**src/rtl/rsc_pkg.sv**
```systemverilog
`timescale 1ns/100ps
package rsc_pkg;

    // Architectural state codes seen in bits [1:0] of the state register.
    typedef enum logic [1:0] {
        RS_RESET = 2'd0,
        RS_RUN   = 2'd1,
        RS_CLEAR = 2'd2,
        RS_PAUSE = 2'd3
    } run_code_e;

    // Internal sequencer states.
    typedef enum logic [2:0] {
        F_RESET,
        F_RUN,
        F_PAUSE,
        F_PAUSE_ARMED,
        F_SETTLE
    } fsm_e;

    // Register word addresses.
    localparam int unsigned A_STATE  = 0;
    localparam int unsigned A_SOFT   = 1;
    localparam int unsigned A_OP     = 2;
    localparam int unsigned A_OPMASK = 3;
    localparam int unsigned A_ERR    = 4;
    localparam int unsigned A_ERREN  = 5;
    localparam int unsigned A_SERR   = 6;
    localparam int unsigned A_SERREN = 7;
    localparam int unsigned A_WCNT   = 8;

    localparam int unsigned OP_W    = 4;
    localparam int unsigned ERR_W   = 4;
    localparam int unsigned ERR_LSB = 2;
    localparam int unsigned SERR_W  = 2;

endpackage

```
**src/rtl/rsc_state_fsm.sv**
```systemverilog
`timescale 1ns/100ps
module rsc_state_fsm
    import rsc_pkg::*;
#(
    parameter int unsigned SETTLE_CYC = 4
) (
    input  logic       clk_i,
    input  logic       rst_ni,
    input  logic       soft_rst_i,
    input  logic       req_wr_i,
    input  logic [1:0] req_code_i,
    output run_code_e  state_o,
    output logic       valid_o,
    output logic       enter_reset_o
);

    localparam int unsigned CW = $clog2(SETTLE_CYC + 1);
    localparam logic [CW-1:0] CNT_LOAD = CW'(SETTLE_CYC - 1);

    fsm_e           fsm_q, fsm_d;
    run_code_e      tgt_q, tgt_d;
    run_code_e      src_q, src_d;
    logic [CW-1:0]  cnt_q, cnt_d;
    run_code_e      shown;
    logic           go;
    run_code_e      go_tgt;

    function automatic fsm_e steady_of(run_code_e c);
        case (c)
            RS_RUN:   return F_RUN;
            RS_PAUSE: return F_PAUSE;
            default:  return F_RESET;
        endcase
    endfunction

    // Output process: visible code, valid flag, reset-entry pulse.
    always_comb begin
        unique case (fsm_q)
            F_RESET:                shown = RS_RESET;
            F_RUN:                  shown = RS_RUN;
            F_PAUSE, F_PAUSE_ARMED: shown = RS_PAUSE;
            F_SETTLE:               shown = src_q;
            default:                shown = RS_RESET;
        endcase
        state_o       = shown;
        valid_o       = (fsm_q != F_SETTLE);
        enter_reset_o = soft_rst_i ||
                        ((fsm_q == F_SETTLE) && (cnt_q == '0) && (tgt_q == RS_RESET));
    end

    // Next-state logic.
    always_comb begin
        fsm_d  = fsm_q;
        tgt_d  = tgt_q;
        src_d  = src_q;
        cnt_d  = cnt_q;
        go     = 1'b0;
        go_tgt = RS_RESET;
        unique case (fsm_q)
            F_RESET, F_RUN: begin
                if (req_wr_i && (req_code_i != RS_CLEAR)) begin
                    go     = 1'b1;
                    go_tgt = run_code_e'(req_code_i);
                end
            end
            F_PAUSE: begin
                if (req_wr_i) begin
                    if (req_code_i == RS_CLEAR) begin
                        fsm_d = F_PAUSE_ARMED;
                    end else if (req_code_i != RS_RESET) begin
                        go     = 1'b1;
                        go_tgt = run_code_e'(req_code_i);
                    end
                end
            end
            F_PAUSE_ARMED: begin
                if (req_wr_i) begin
                    if (req_code_i == RS_CLEAR) begin
                        go     = 1'b1;
                        go_tgt = RS_RESET;
                    end else if (req_code_i == RS_RESET) begin
                        fsm_d = F_PAUSE;
                    end else begin
                        go     = 1'b1;
                        go_tgt = run_code_e'(req_code_i);
                    end
                end
            end
            F_SETTLE: begin
                if (cnt_q == '0) begin
                    fsm_d = steady_of(tgt_q);
                end else begin
                    cnt_d = cnt_q - 1'b1;
                end
            end
            default: fsm_d = F_RESET;
        endcase
        if (go) begin
            fsm_d = F_SETTLE;
            tgt_d = go_tgt;
            src_d = shown;
            cnt_d = CNT_LOAD;
        end
        if (soft_rst_i) begin
            fsm_d = F_RESET;
            cnt_d = '0;
        end
    end

    // State register.
    always_ff @(posedge clk_i or negedge rst_ni) begin
        if (!rst_ni) begin
            fsm_q <= F_RESET;
            tgt_q <= RS_RESET;
            src_q <= RS_RESET;
            cnt_q <= '0;
        end else begin
            fsm_q <= fsm_d;
            tgt_q <= tgt_d;
            src_q <= src_d;
            cnt_q <= cnt_d;
        end
    end

    assert_code_legal_R1: assert property (@(posedge clk_i) disable iff (!rst_ni)
        state_o != RS_CLEAR);

    assert_busy_hold_R2: assert property (@(posedge clk_i) disable iff (!rst_ni)
        (!valid_o && !soft_rst_i) |=> (valid_o || $stable(state_o)));

    assert_settle_bound_R2: assert property (@(posedge clk_i) disable iff (!rst_ni)
        (fsm_q == F_SETTLE) |-> (cnt_q <= CNT_LOAD));

    assert_pause_zero_ignored_R3: assert property (@(posedge clk_i) disable iff (!rst_ni)
        (fsm_q == F_PAUSE && req_wr_i && req_code_i == RS_RESET && !soft_rst_i)
        |=> (valid_o && state_o == RS_PAUSE));

    assert_armed_cancel_R4: assert property (@(posedge clk_i) disable iff (!rst_ni)
        (fsm_q == F_PAUSE_ARMED && req_wr_i && req_code_i == RS_RESET && !soft_rst_i)
        |=> (fsm_q == F_PAUSE));

    assert_soft_reset_R5: assert property (@(posedge clk_i) disable iff (!rst_ni)
        soft_rst_i |=> (state_o == RS_RESET && valid_o));

endmodule

```
**src/rtl/rsc_flag_bank.sv**
```systemverilog
`timescale 1ns/100ps
module rsc_flag_bank #(
    parameter int unsigned W        = 4,
    parameter bit          MASK_POL = 1'b0
) (
    input  logic         clk_i,
    input  logic         rst_ni,
    input  logic         soft_clr_i,
    input  logic         flag_clr_i,
    input  logic         capture_i,
    input  logic [W-1:0] evt_i,
    input  logic         clr_wr_i,
    input  logic [W-1:0] clr_bits_i,
    input  logic         sel_wr_i,
    input  logic [W-1:0] sel_wdata_i,
    output logic [W-1:0] flags_o,
    output logic [W-1:0] sel_o,
    output logic         hit_o
);

    logic [W-1:0] flags_q;
    logic [W-1:0] sel_q;
    logic [W-1:0] active;
    logic [W-1:0] clr_v;
    logic [W-1:0] set_v;

    assign clr_v = clr_wr_i  ? clr_bits_i : '0;
    assign set_v = capture_i ? evt_i      : '0;

    always_ff @(posedge clk_i or negedge rst_ni) begin
        if (!rst_ni) begin
            flags_q <= '0;
        end else if (soft_clr_i || flag_clr_i) begin
            flags_q <= '0;
        end else begin
            flags_q <= (flags_q & ~clr_v) | set_v;
        end
    end

    always_ff @(posedge clk_i or negedge rst_ni) begin
        if (!rst_ni) begin
            sel_q <= '0;
        end else if (soft_clr_i) begin
            sel_q <= '0;
        end else if (sel_wr_i) begin
            sel_q <= sel_wdata_i;
        end
    end

    generate
        if (MASK_POL) begin : g_mask
            assign active = ~sel_q;
        end else begin : g_enable
            assign active = sel_q;
        end
    endgenerate

    assign hit_o   = |(flags_q & active);
    assign flags_o = flags_q;
    assign sel_o   = sel_q;

    assert_sticky_R6: assert property (@(posedge clk_i) disable iff (!rst_ni)
        (!soft_clr_i && !flag_clr_i && !clr_wr_i)
        |=> ((flags_q & $past(flags_q)) == $past(flags_q)));

    assert_idle_capture_R9: assert property (@(posedge clk_i) disable iff (!rst_ni)
        !capture_i |=> ((flags_q & ~$past(flags_q)) == '0));

    assert_reset_entry_R11: assert property (@(posedge clk_i) disable iff (!rst_ni)
        flag_clr_i |=> (flags_q == '0));

endmodule

```
**src/rtl/rsc_word_counter.sv**
```systemverilog
`timescale 1ns/100ps
module rsc_word_counter #(
    parameter int unsigned CNT_W = 16
) (
    input  logic             clk_i,
    input  logic             rst_ni,
    input  logic             clr_i,
    input  logic             inc_i,
    output logic [CNT_W-1:0] count_o
);

    logic [CNT_W-1:0] cnt_q;

    always_ff @(posedge clk_i or negedge rst_ni) begin
        if (!rst_ni) begin
            cnt_q <= '0;
        end else if (clr_i) begin
            cnt_q <= '0;
        end else if (inc_i) begin
            cnt_q <= cnt_q + 1'b1;
        end
    end

    assign count_o = cnt_q;

    assert_count_hold_R10: assert property (@(posedge clk_i) disable iff (!rst_ni)
        (!clr_i && !inc_i) |=> $stable(cnt_q));

    assert_count_clear_R11: assert property (@(posedge clk_i) disable iff (!rst_ni)
        clr_i |=> (cnt_q == '0));

endmodule

```
**src/rtl/rsc_run_ctrl.sv**
```systemverilog
`timescale 1ns/100ps
module rsc_run_ctrl
    import rsc_pkg::*;
#(
    parameter int unsigned ADDR_W     = 4,
    parameter int unsigned DATA_W     = 32,
    parameter int unsigned SETTLE_CYC = 4,
    parameter int unsigned CNT_W      = 16
) (
    input  logic              clk_i,
    input  logic              rst_ni,
    input  logic              bus_wr_i,
    input  logic [ADDR_W-1:0] bus_addr_i,
    input  logic [DATA_W-1:0] bus_wdata_i,
    output logic [DATA_W-1:0] bus_rdata_o,
    input  logic [3:0]        op_evt_i,
    input  logic [3:0]        err_evt_i,
    input  logic [1:0]        serr_evt_i,
    input  logic              word_evt_i,
    output logic              irq_o
);

    localparam int unsigned ERR_MSB = ERR_LSB + ERR_W - 1;

    logic wr_state, wr_soft, wr_op, wr_opmask, wr_err, wr_erren, wr_serr, wr_serren;
    logic soft_rst, enter_reset, capture, valid;
    run_code_e state;

    logic [OP_W-1:0]   op_flags, op_mask;
    logic [ERR_W-1:0]  err_flags, err_en;
    logic [SERR_W-1:0] serr_flags, serr_en;
    logic              op_hit, err_hit, serr_hit;
    logic [CNT_W-1:0]  wcnt;

    function automatic logic hit(input logic [ADDR_W-1:0] a, input int unsigned r);
        return a == ADDR_W'(r);
    endfunction

    assign wr_state  = bus_wr_i && hit(bus_addr_i, A_STATE);
    assign wr_soft   = bus_wr_i && hit(bus_addr_i, A_SOFT);
    assign wr_op     = bus_wr_i && hit(bus_addr_i, A_OP);
    assign wr_opmask = bus_wr_i && hit(bus_addr_i, A_OPMASK);
    assign wr_err    = bus_wr_i && hit(bus_addr_i, A_ERR);
    assign wr_erren  = bus_wr_i && hit(bus_addr_i, A_ERREN);
    assign wr_serr   = bus_wr_i && hit(bus_addr_i, A_SERR);
    assign wr_serren = bus_wr_i && hit(bus_addr_i, A_SERREN);

    assign soft_rst = wr_soft && bus_wdata_i[0];
    assign capture  = (state != RS_RESET);

    rsc_state_fsm #(.SETTLE_CYC(SETTLE_CYC)) u_fsm (
        .clk_i        (clk_i),
        .rst_ni       (rst_ni),
        .soft_rst_i   (soft_rst),
        .req_wr_i     (wr_state),
        .req_code_i   (bus_wdata_i[1:0]),
        .state_o      (state),
        .valid_o      (valid),
        .enter_reset_o(enter_reset)
    );

    rsc_flag_bank #(.W(OP_W), .MASK_POL(1'b1)) u_op_bank (
        .clk_i      (clk_i),
        .rst_ni     (rst_ni),
        .soft_clr_i (soft_rst),
        .flag_clr_i (enter_reset),
        .capture_i  (capture),
        .evt_i      (op_evt_i),
        .clr_wr_i   (wr_op),
        .clr_bits_i (bus_wdata_i[OP_W-1:0]),
        .sel_wr_i   (wr_opmask),
        .sel_wdata_i(bus_wdata_i[OP_W-1:0]),
        .flags_o    (op_flags),
        .sel_o      (op_mask),
        .hit_o      (op_hit)
    );

    rsc_flag_bank #(.W(ERR_W), .MASK_POL(1'b0)) u_err_bank (
        .clk_i      (clk_i),
        .rst_ni     (rst_ni),
        .soft_clr_i (soft_rst),
        .flag_clr_i (enter_reset),
        .capture_i  (capture),
        .evt_i      (err_evt_i),
        .clr_wr_i   (wr_err),
        .clr_bits_i (bus_wdata_i[ERR_MSB:ERR_LSB]),
        .sel_wr_i   (wr_erren),
        .sel_wdata_i(bus_wdata_i[ERR_MSB:ERR_LSB]),
        .flags_o    (err_flags),
        .sel_o      (err_en),
        .hit_o      (err_hit)
    );

    rsc_flag_bank #(.W(SERR_W), .MASK_POL(1'b0)) u_serr_bank (
        .clk_i      (clk_i),
        .rst_ni     (rst_ni),
        .soft_clr_i (soft_rst),
        .flag_clr_i (enter_reset),
        .capture_i  (capture),
        .evt_i      (serr_evt_i),
        .clr_wr_i   (wr_serr),
        .clr_bits_i (bus_wdata_i[SERR_W-1:0]),
        .sel_wr_i   (wr_serren),
        .sel_wdata_i(bus_wdata_i[SERR_W-1:0]),
        .flags_o    (serr_flags),
        .sel_o      (serr_en),
        .hit_o      (serr_hit)
    );

    rsc_word_counter #(.CNT_W(CNT_W)) u_wcnt (
        .clk_i  (clk_i),
        .rst_ni (rst_ni),
        .clr_i  (enter_reset),
        .inc_i  (word_evt_i && (state == RS_RUN)),
        .count_o(wcnt)
    );

    assign irq_o = op_hit || err_hit || serr_hit;

    // Combinational readback.
    always_comb begin
        bus_rdata_o = '0;
        case (bus_addr_i)
            ADDR_W'(A_STATE): begin
                bus_rdata_o[1:0] = state;
                bus_rdata_o[2]   = valid;
            end
            ADDR_W'(A_OP):     bus_rdata_o[OP_W-1:0]          = op_flags;
            ADDR_W'(A_OPMASK): bus_rdata_o[OP_W-1:0]          = op_mask;
            ADDR_W'(A_ERR):    bus_rdata_o[ERR_MSB:ERR_LSB]   = err_flags;
            ADDR_W'(A_ERREN):  bus_rdata_o[ERR_MSB:ERR_LSB]   = err_en;
            ADDR_W'(A_SERR):   bus_rdata_o[SERR_W-1:0]        = serr_flags;
            ADDR_W'(A_SERREN): bus_rdata_o[SERR_W-1:0]        = serr_en;
            ADDR_W'(A_WCNT):   bus_rdata_o[CNT_W-1:0]         = wcnt;
            default:           bus_rdata_o                    = '0;
        endcase
    end

    logic unused_wdata;
    assign unused_wdata = ^bus_wdata_i;

    assert_irq_hold_R12: assert property (@(posedge clk_i) disable iff (!rst_ni)
        (irq_o && !bus_wr_i && !enter_reset) |=> irq_o);

    assert_reset_quiet_R9: assert property (@(posedge clk_i) disable iff (!rst_ni)
        (state == RS_RESET && valid && !bus_wr_i) |=> !irq_o);

endmodule

```
**config.mk**
```make
export PLATFORM = sky130hd
export DESIGN_NAME = rsc_run_ctrl
export DESIGN_NICKNAME = d
export VERILOG_FILES = /design/src/rtl/rsc_pkg.sv /design/src/rtl/rsc_state_fsm.sv /design/src/rtl/rsc_flag_bank.sv /design/src/rtl/rsc_word_counter.sv /design/src/rtl/rsc_run_ctrl.sv
export SDC_FILE = /design/constraint.sdc
export NUM_CORES = 1
export LEC_CHECK = 0
export ABC_AREA = 1
export BUFFER_PORTS_ARGS = -buffer_cell sky130_fd_sc_hd__buf_2
export CORE_UTILIZATION = 50
export DETAILED_ROUTE_END_ITERATION = 7
export PLACE_DENSITY_LB_ADDON = 0.12
export SLEW_MARGIN = 20
export SYNTH_ARGS = -nofsm -noshare
export SYNTH_HDL_FRONTEND = slang
export SYNTH_SLANG_ARGS = --single-unit
```
**constraint.sdc**
```tcl
create_clock -name clk_i -period 3.6 [get_ports clk_i]
set_input_delay 0.36 -clock clk_i [delete_from_list [all_inputs] [get_ports clk_i]]
set_output_delay 0.36 -clock clk_i [all_outputs]
set_load 0.005 [all_outputs]
```
==> Word-level counts from Yosys, hierarchy flattened <==
Index checks and enable logic that the tools add are counted.
Widths: inputs -> output; s select.
{ "classes": {"add_sub_neg": 2, "n_eq_ne": 26, "n_mux": 53, "bitwise_logic": 13, "reduce_logical": 36} }
{ "ops": {"columns": ["cell", "n"], "rows": [
  ["$mux 4", 10],
  ["$mux 3", 12],
  ["$mux 16", 2],
  ["$mux 2", 12],
  ["$pmux 2 s3", 3],
  ["$add 16x1->16 const B", 1],
  ["$and 4x4->4", 4],
  ["$eq 4x3->1 const B", 4],
  ["$ne 4x1->1 const B", 4],
  ["$logic_and 1x1->1", 13],
  ["$not 4->4", 3],
  ["$pmux 2 s6", 1],
  ["$pmux 3 s4", 1],
  ["$reduce_bool 2->1", 6],
  ["$mux 10", 1],
  ["$eq 4x2->1 const B", 2],
  ["$ne 4x2->1 const B", 2],
  ["$or 4x4->4", 2],
  ["$reduce_or 4->1", 2],
  ["$mux 1", 7],
  ["$reduce_and 7->1", 1],
  ["$eq 3x2->1 const B", 2],
  ["$logic_not 3->1", 2],
  ["$ne 3x1->1 const B", 2],
  ["22 further kinds", 31]
]} }
{ "totals": {"regBits": 46, "input_bits": 50, "out_inout_bits": 33, "word_cells": 141} }

==> Depth between registers and ports, before layout <==
{ "depth": {"ltp_word": 7, "ltp_mapped": 11, "ltp_nobuf": 11} }

==> Hierarchy <==
From an unflattened synthesis, not the netlist that was laid out.
{ "hier_totals": {"cells_unflattened": 464, "area_unflattened_um2": 3095.5} }
{ "by_module_without_submodules": {"columns": ["mod", "n_inst", "cells_per_inst", "area_each_um2", "seq_area_each_um2"], "rows": [
  ["rsc_word_counter", 1, 129, 923.4, 400.4],
  ["rsc_state_fsm", 1, 88, 630.6, 250.2],
  ["rsc_run_ctrl", 1, 127, 593.1, 0.0],
  ["rsc_flag_bank at u_op_bank", 1, 52, 395.4, 200.2],
  ["rsc_flag_bank at u_err_bank", 1, 44, 367.9, 200.2],
  ["rsc_flag_bank at u_serr_bank", 1, 24, 185.2, 100.1]
]} }

==> Worst setup path before layout <==
Ideal clock, no wire load.
{ "synth_path": {"path_kind": "register -> register", "startpoint": "register u_fsm.cnt_q[0]", "endpoint": "register u_wcnt.cnt_q[0] (netlist: u_wcnt.count_o[0])", "setup_ps": 122, "arrival_ps": 1364, "required_ps": 3478, "slack_ps": 2114, "stages_incl_launch_ff": 11, "n_path_buf": 1, "synth_period_minus_slack_ps": 1486, "cell_sequence": "dfrtp_1 inv_1 ha_1 inv_1 nor2_1 nand4_2 nand2_4 inv_4 nand2_4 buf_6 o21ai_1"} }
{ "synth_via": {"elab_chain_len": 5, "word_cells_on_any_way": 6, "cone_classes": "mux: 1; reduce/logical: 5"} }
{ "synth_lines": {"columns": ["element", "line", "text"], "rows": [
  ["from (decl)", "rsc_state_fsm.sv:23", "logic [CW-1:0] cnt_q, cnt_d;"],
  ["from (signal assigned)", "rsc_state_fsm.sv:121", "cnt_q <= cnt_d;"],
  ["$logic_not 3->1 (*)", "rsc_state_fsm.sv:48", "((fsm_q == F_SETTLE) && (cnt_q == '0) && (tgt_q == RS_RESET));"],
  ["$logic_and 1x1->1 (*) (2 in a row)", "rsc_state_fsm.sv:48", null],
  ["$logic_or 1x1->1 (*)", "rsc_state_fsm.sv:47", "enter_reset_o = soft_rst_i ||"],
  ["$mux 16 / $reduce_bool 2->1 (equally long branches)", null, null],
  ["to (signal assigned)", "rsc_word_counter.sv:20", "cnt_q <= cnt_q + 1'b1;"],
  ["to (decl)", "rsc_word_counter.sv:12", "logic [CNT_W-1:0] cnt_q;"]
]} }
Every way passes the cells marked *; elsewhere a longest branch is shown, timed or not.
A chain may end at the register's enable or synchronous reset.

==> Worst setup path after layout <==
{ "layout_path": {"startpoint": "input port bus_addr_i[0]", "endpoint": "output port bus_rdata_o[0]"} }
{ "layout_via": {"elab_chain_len": 2, "word_cells_on_any_way": 7, "cone_classes": "eq/ne: 5; mux: 1; reduce/logical: 1"} }
{ "layout_lines": {"columns": ["element", "line", "text"], "rows": [
  ["from (decl)", "rsc_run_ctrl.sv:13", "input logic [ADDR_W-1:0] bus_addr_i,"],
  ["$eq 4x4->1 (tied with other cells)", "rsc_run_ctrl.sv:123", "case (bus_addr_i)"],
  ["$pmux 2 s6 (*)", "rsc_run_ctrl.sv:123", null],
  ["to (decl)", "rsc_run_ctrl.sv:15", "output logic [DATA_W-1:0] bus_rdata_o,"]
]} }
Marked as above.

==> metrics.txt <==
commonest non-fill, non-tap cell in the layout=nand2_1; initial core utilization=0.525; Synth Warn #=0; Max-slew headroom=0.593; Netlist cell types=34; Reg clk slew, reported paths=0.09 ns; Seq/Total Area, Yosys=0.391; TNS Setup=0 ns; Syn Area/Cell=7.08 um2; clk buf depth=2; Mapped Cells=416; period utilization=0.572; Post-DRT Antenna Nets=0; clk_skew=0.0105 ns; share of layout cells above drive strength 1=0.146; drt pass-1 iters=5; number of placement rows=27; H-tree Lvls=2; HP Class=input pin to async pin; largest net degree at the start of global routing=47; RSZ-0062 raised after global routing=false; final worst slack=1.54 ns; status=finished, final reports clean; P per Cell Area=500 mW/mm2; Max IR drop VDD=241 uV; worst-path maximum fanout=16; R2R Path Start=u_fsm.cnt_q[0]; DPL Wire Length=5.05 mm; register area=0.00115 mm2; vias in the first global route=2607; GRT Util Overall=0.244; leading cell types in the layout, fill and taps excluded=nand2_1 (107), inv_1 (54), dfrtp_1 (46); port buffer count=40; DR vias=2771; dpl ws=1.39 ns; CP arrival=1.70 ns; Die ar.=0.00620 mm2; mapped cell area=0.00295 mm2; minimum clock period=2.06 ns; CTS tree=yes; Setup CP Type=input pin to output pin; max cap viols=0; drt drc=0; clk_lat worst skew=0.30 ns; Critical Path Slowest Stage Cell=nand2_1; Num CTS Buffers=5; vias per cell=5.23; post_cts resized=0; most used cell, CP=buf_2; drt wl/cell=13.0 um; Hold Buf Count CTS=0; final setup fails=0; Least-Margin Pin Slew=0.609 ns; CP max stage delay=0.39 ns; initial antenna violation count=0; IO Count=83; Root Buffer=clkbuf_8; initial drt markers=223; multi-input logic area=0.00147 mm2; Buf+Inv Stages, Crit Path=2; #FFs+latches synth=46; total power=1.63 mW; Final GP Congestion=0.834; Area Growth Syn to Fin=10.5%; layout net count=510; crit path launch type=input pin; # Post-CTS Setup Buffers=0; Lkg Pwr=1.61 nW; crit-path leading delay family=simple AND/OR/NAND/NOR gates; crit path launch=bus_addr_i[0]; Util after Layout=0.580; core area=0.00561 mm2; CP Cell Sequence=buf_2 > nor2_2 > nand2_1 > o221ai_1 > nor2_1 > o21ai_0 > buf_2; Final Max Tran Viols=0; first-pass GRT wire length=12.0 mm; gr ovfl total=0; CP Capture Type=output pin; Die X=78.8 um; Sink Count=46; Worst EP required=3.24 ns; Die Y=78.8 um; fmax=0.486 GHz; Final Hold Fails=0; filler instances=570; antenna cells=0; DRT Wirelength=6.90 mm
-- synth_stat cells --
cell      instances  area share
inv_2             5      0.0064
a21oi_1          12       0.020
nor2_2            4      0.0085
nand2_4           2      0.0076
o21bai_1          1      0.0025
o22ai_1           7       0.015
buf_2             3      0.0051
nand3_2           1      0.0034
conb_1            1      0.0013
nand2_1         107        0.14
nand4_1           9       0.019
nor3b_1           1      0.0025
nand2_2           3      0.0064
inv_1            54       0.069
o21ai_1          12       0.020
buf_4            16       0.041
a21oi_2           1      0.0030
nand4_2           2      0.0085
o221ai_1          5       0.015
nand3_1          20       0.034
a221oi_1          2      0.0059
a22oi_1           1      0.0025
xnor2_1           1      0.0030
xor2_1            8       0.024
clkbuf_1          1      0.0013
o21ai_0          34       0.058
dfrtp_1          46        0.39
o211ai_1          3      0.0076
nor3_1            3      0.0051
buf_6             1      0.0038
ha_1              3       0.013
clkinv_1          1      0.0013
nor2_1           45       0.057
inv_4             1      0.0021
-- layout make-up --
| type | count | area share |
|---|---|---|
| inverters | 61 | 0.0712 |
| clock inverters | 3 | 0.0123 |
| flip-flops and latches | 46 | 0.354 |
| repair buffers | 40 | 0.0623 |
| multi-input cells | 303 | 0.452 |
| well taps | 72 | 0.0277 |
| clock buffers | 5 | 0.0212 |
-- metrics by stage --
stage / area, um2 / cells / hold slack, ns
after global routing: 3250 / 530 / 0.116
final: 3250 / 530 / 0.0506
after floorplan: 3000 / 431 / 0.0644
after detailed placement: 3140 / 522 / 0.473
after CTS: 3250 / 530 / 0.276
after global placement: 3140 / 522 / 0.470
-- per-layer routing --
metal / vias to the layer above / track usage / wire length (um)
li1: 1398 / - / -
met3: 4 / 0.0356 / 397
met5: - / 0 / 0
met1: 1275 / 0.350 / 3330
met2: 94 / 0.386 / 3110
met4: 0 / 0.0593 / 59
-- final timing paths --
path,to,cells after the start,slack [ns]
hold reg to reg,u_fsm.src_q[0],2,0.49
max in group asynchronous,u_fsm.src_q[1],1,3.13
setup reg to reg,u_wcnt.count_o[9],11,1.69
setup / recovery,bus_rdata_o[0],7,1.54
min in group clk_i,u_err_bank.flags_o[1],3,0.29
hold / removal,u_wcnt.count_o[10],1,0.05
-- state kept, by name, summed over array words and instances (netlist names) --
| name | flops |
|---|---|
| u_fsm.tgt_q | 2 |
| u_fsm.src_q | 2 |
| u_op_bank.flags_o | 4 |
| u_fsm.cnt_q | 3 |
| u_serr_bank.sel_o | 2 |
| u_err_bank.sel_o | 4 |
| u_fsm.fsm_q | 3 |
| u_wcnt.count_o | 16 |
| u_op_bank.sel_o | 4 |
| u_serr_bank.flags_o | 2 |
| u_err_bank.flags_o | 4 |
-- where the power goes --
group	total [mW]	leakage (nW)	switching, mW	internal, mW
logic	0.509	0.947	0.324	0.185
registers	0.732	0.601	0.0910	0.641
clock network	0.386	0.0579	0.181	0.205
total	1.63	1.61	0.596	1.03
-- cell families after synthesis --
kind of cell,count (synthesis),synth area share
DFF,46,0.391
AOI/OAI and AO/OA,78,0.150
and+or+nand+nor,197,0.289
buffers and inverters,82,0.130
other,1,0.00127
xor gates and xnor gates,9,0.0268
adders and majority gates,3,0.0127
Note: power is estimated with default switching activity, not from simulation.
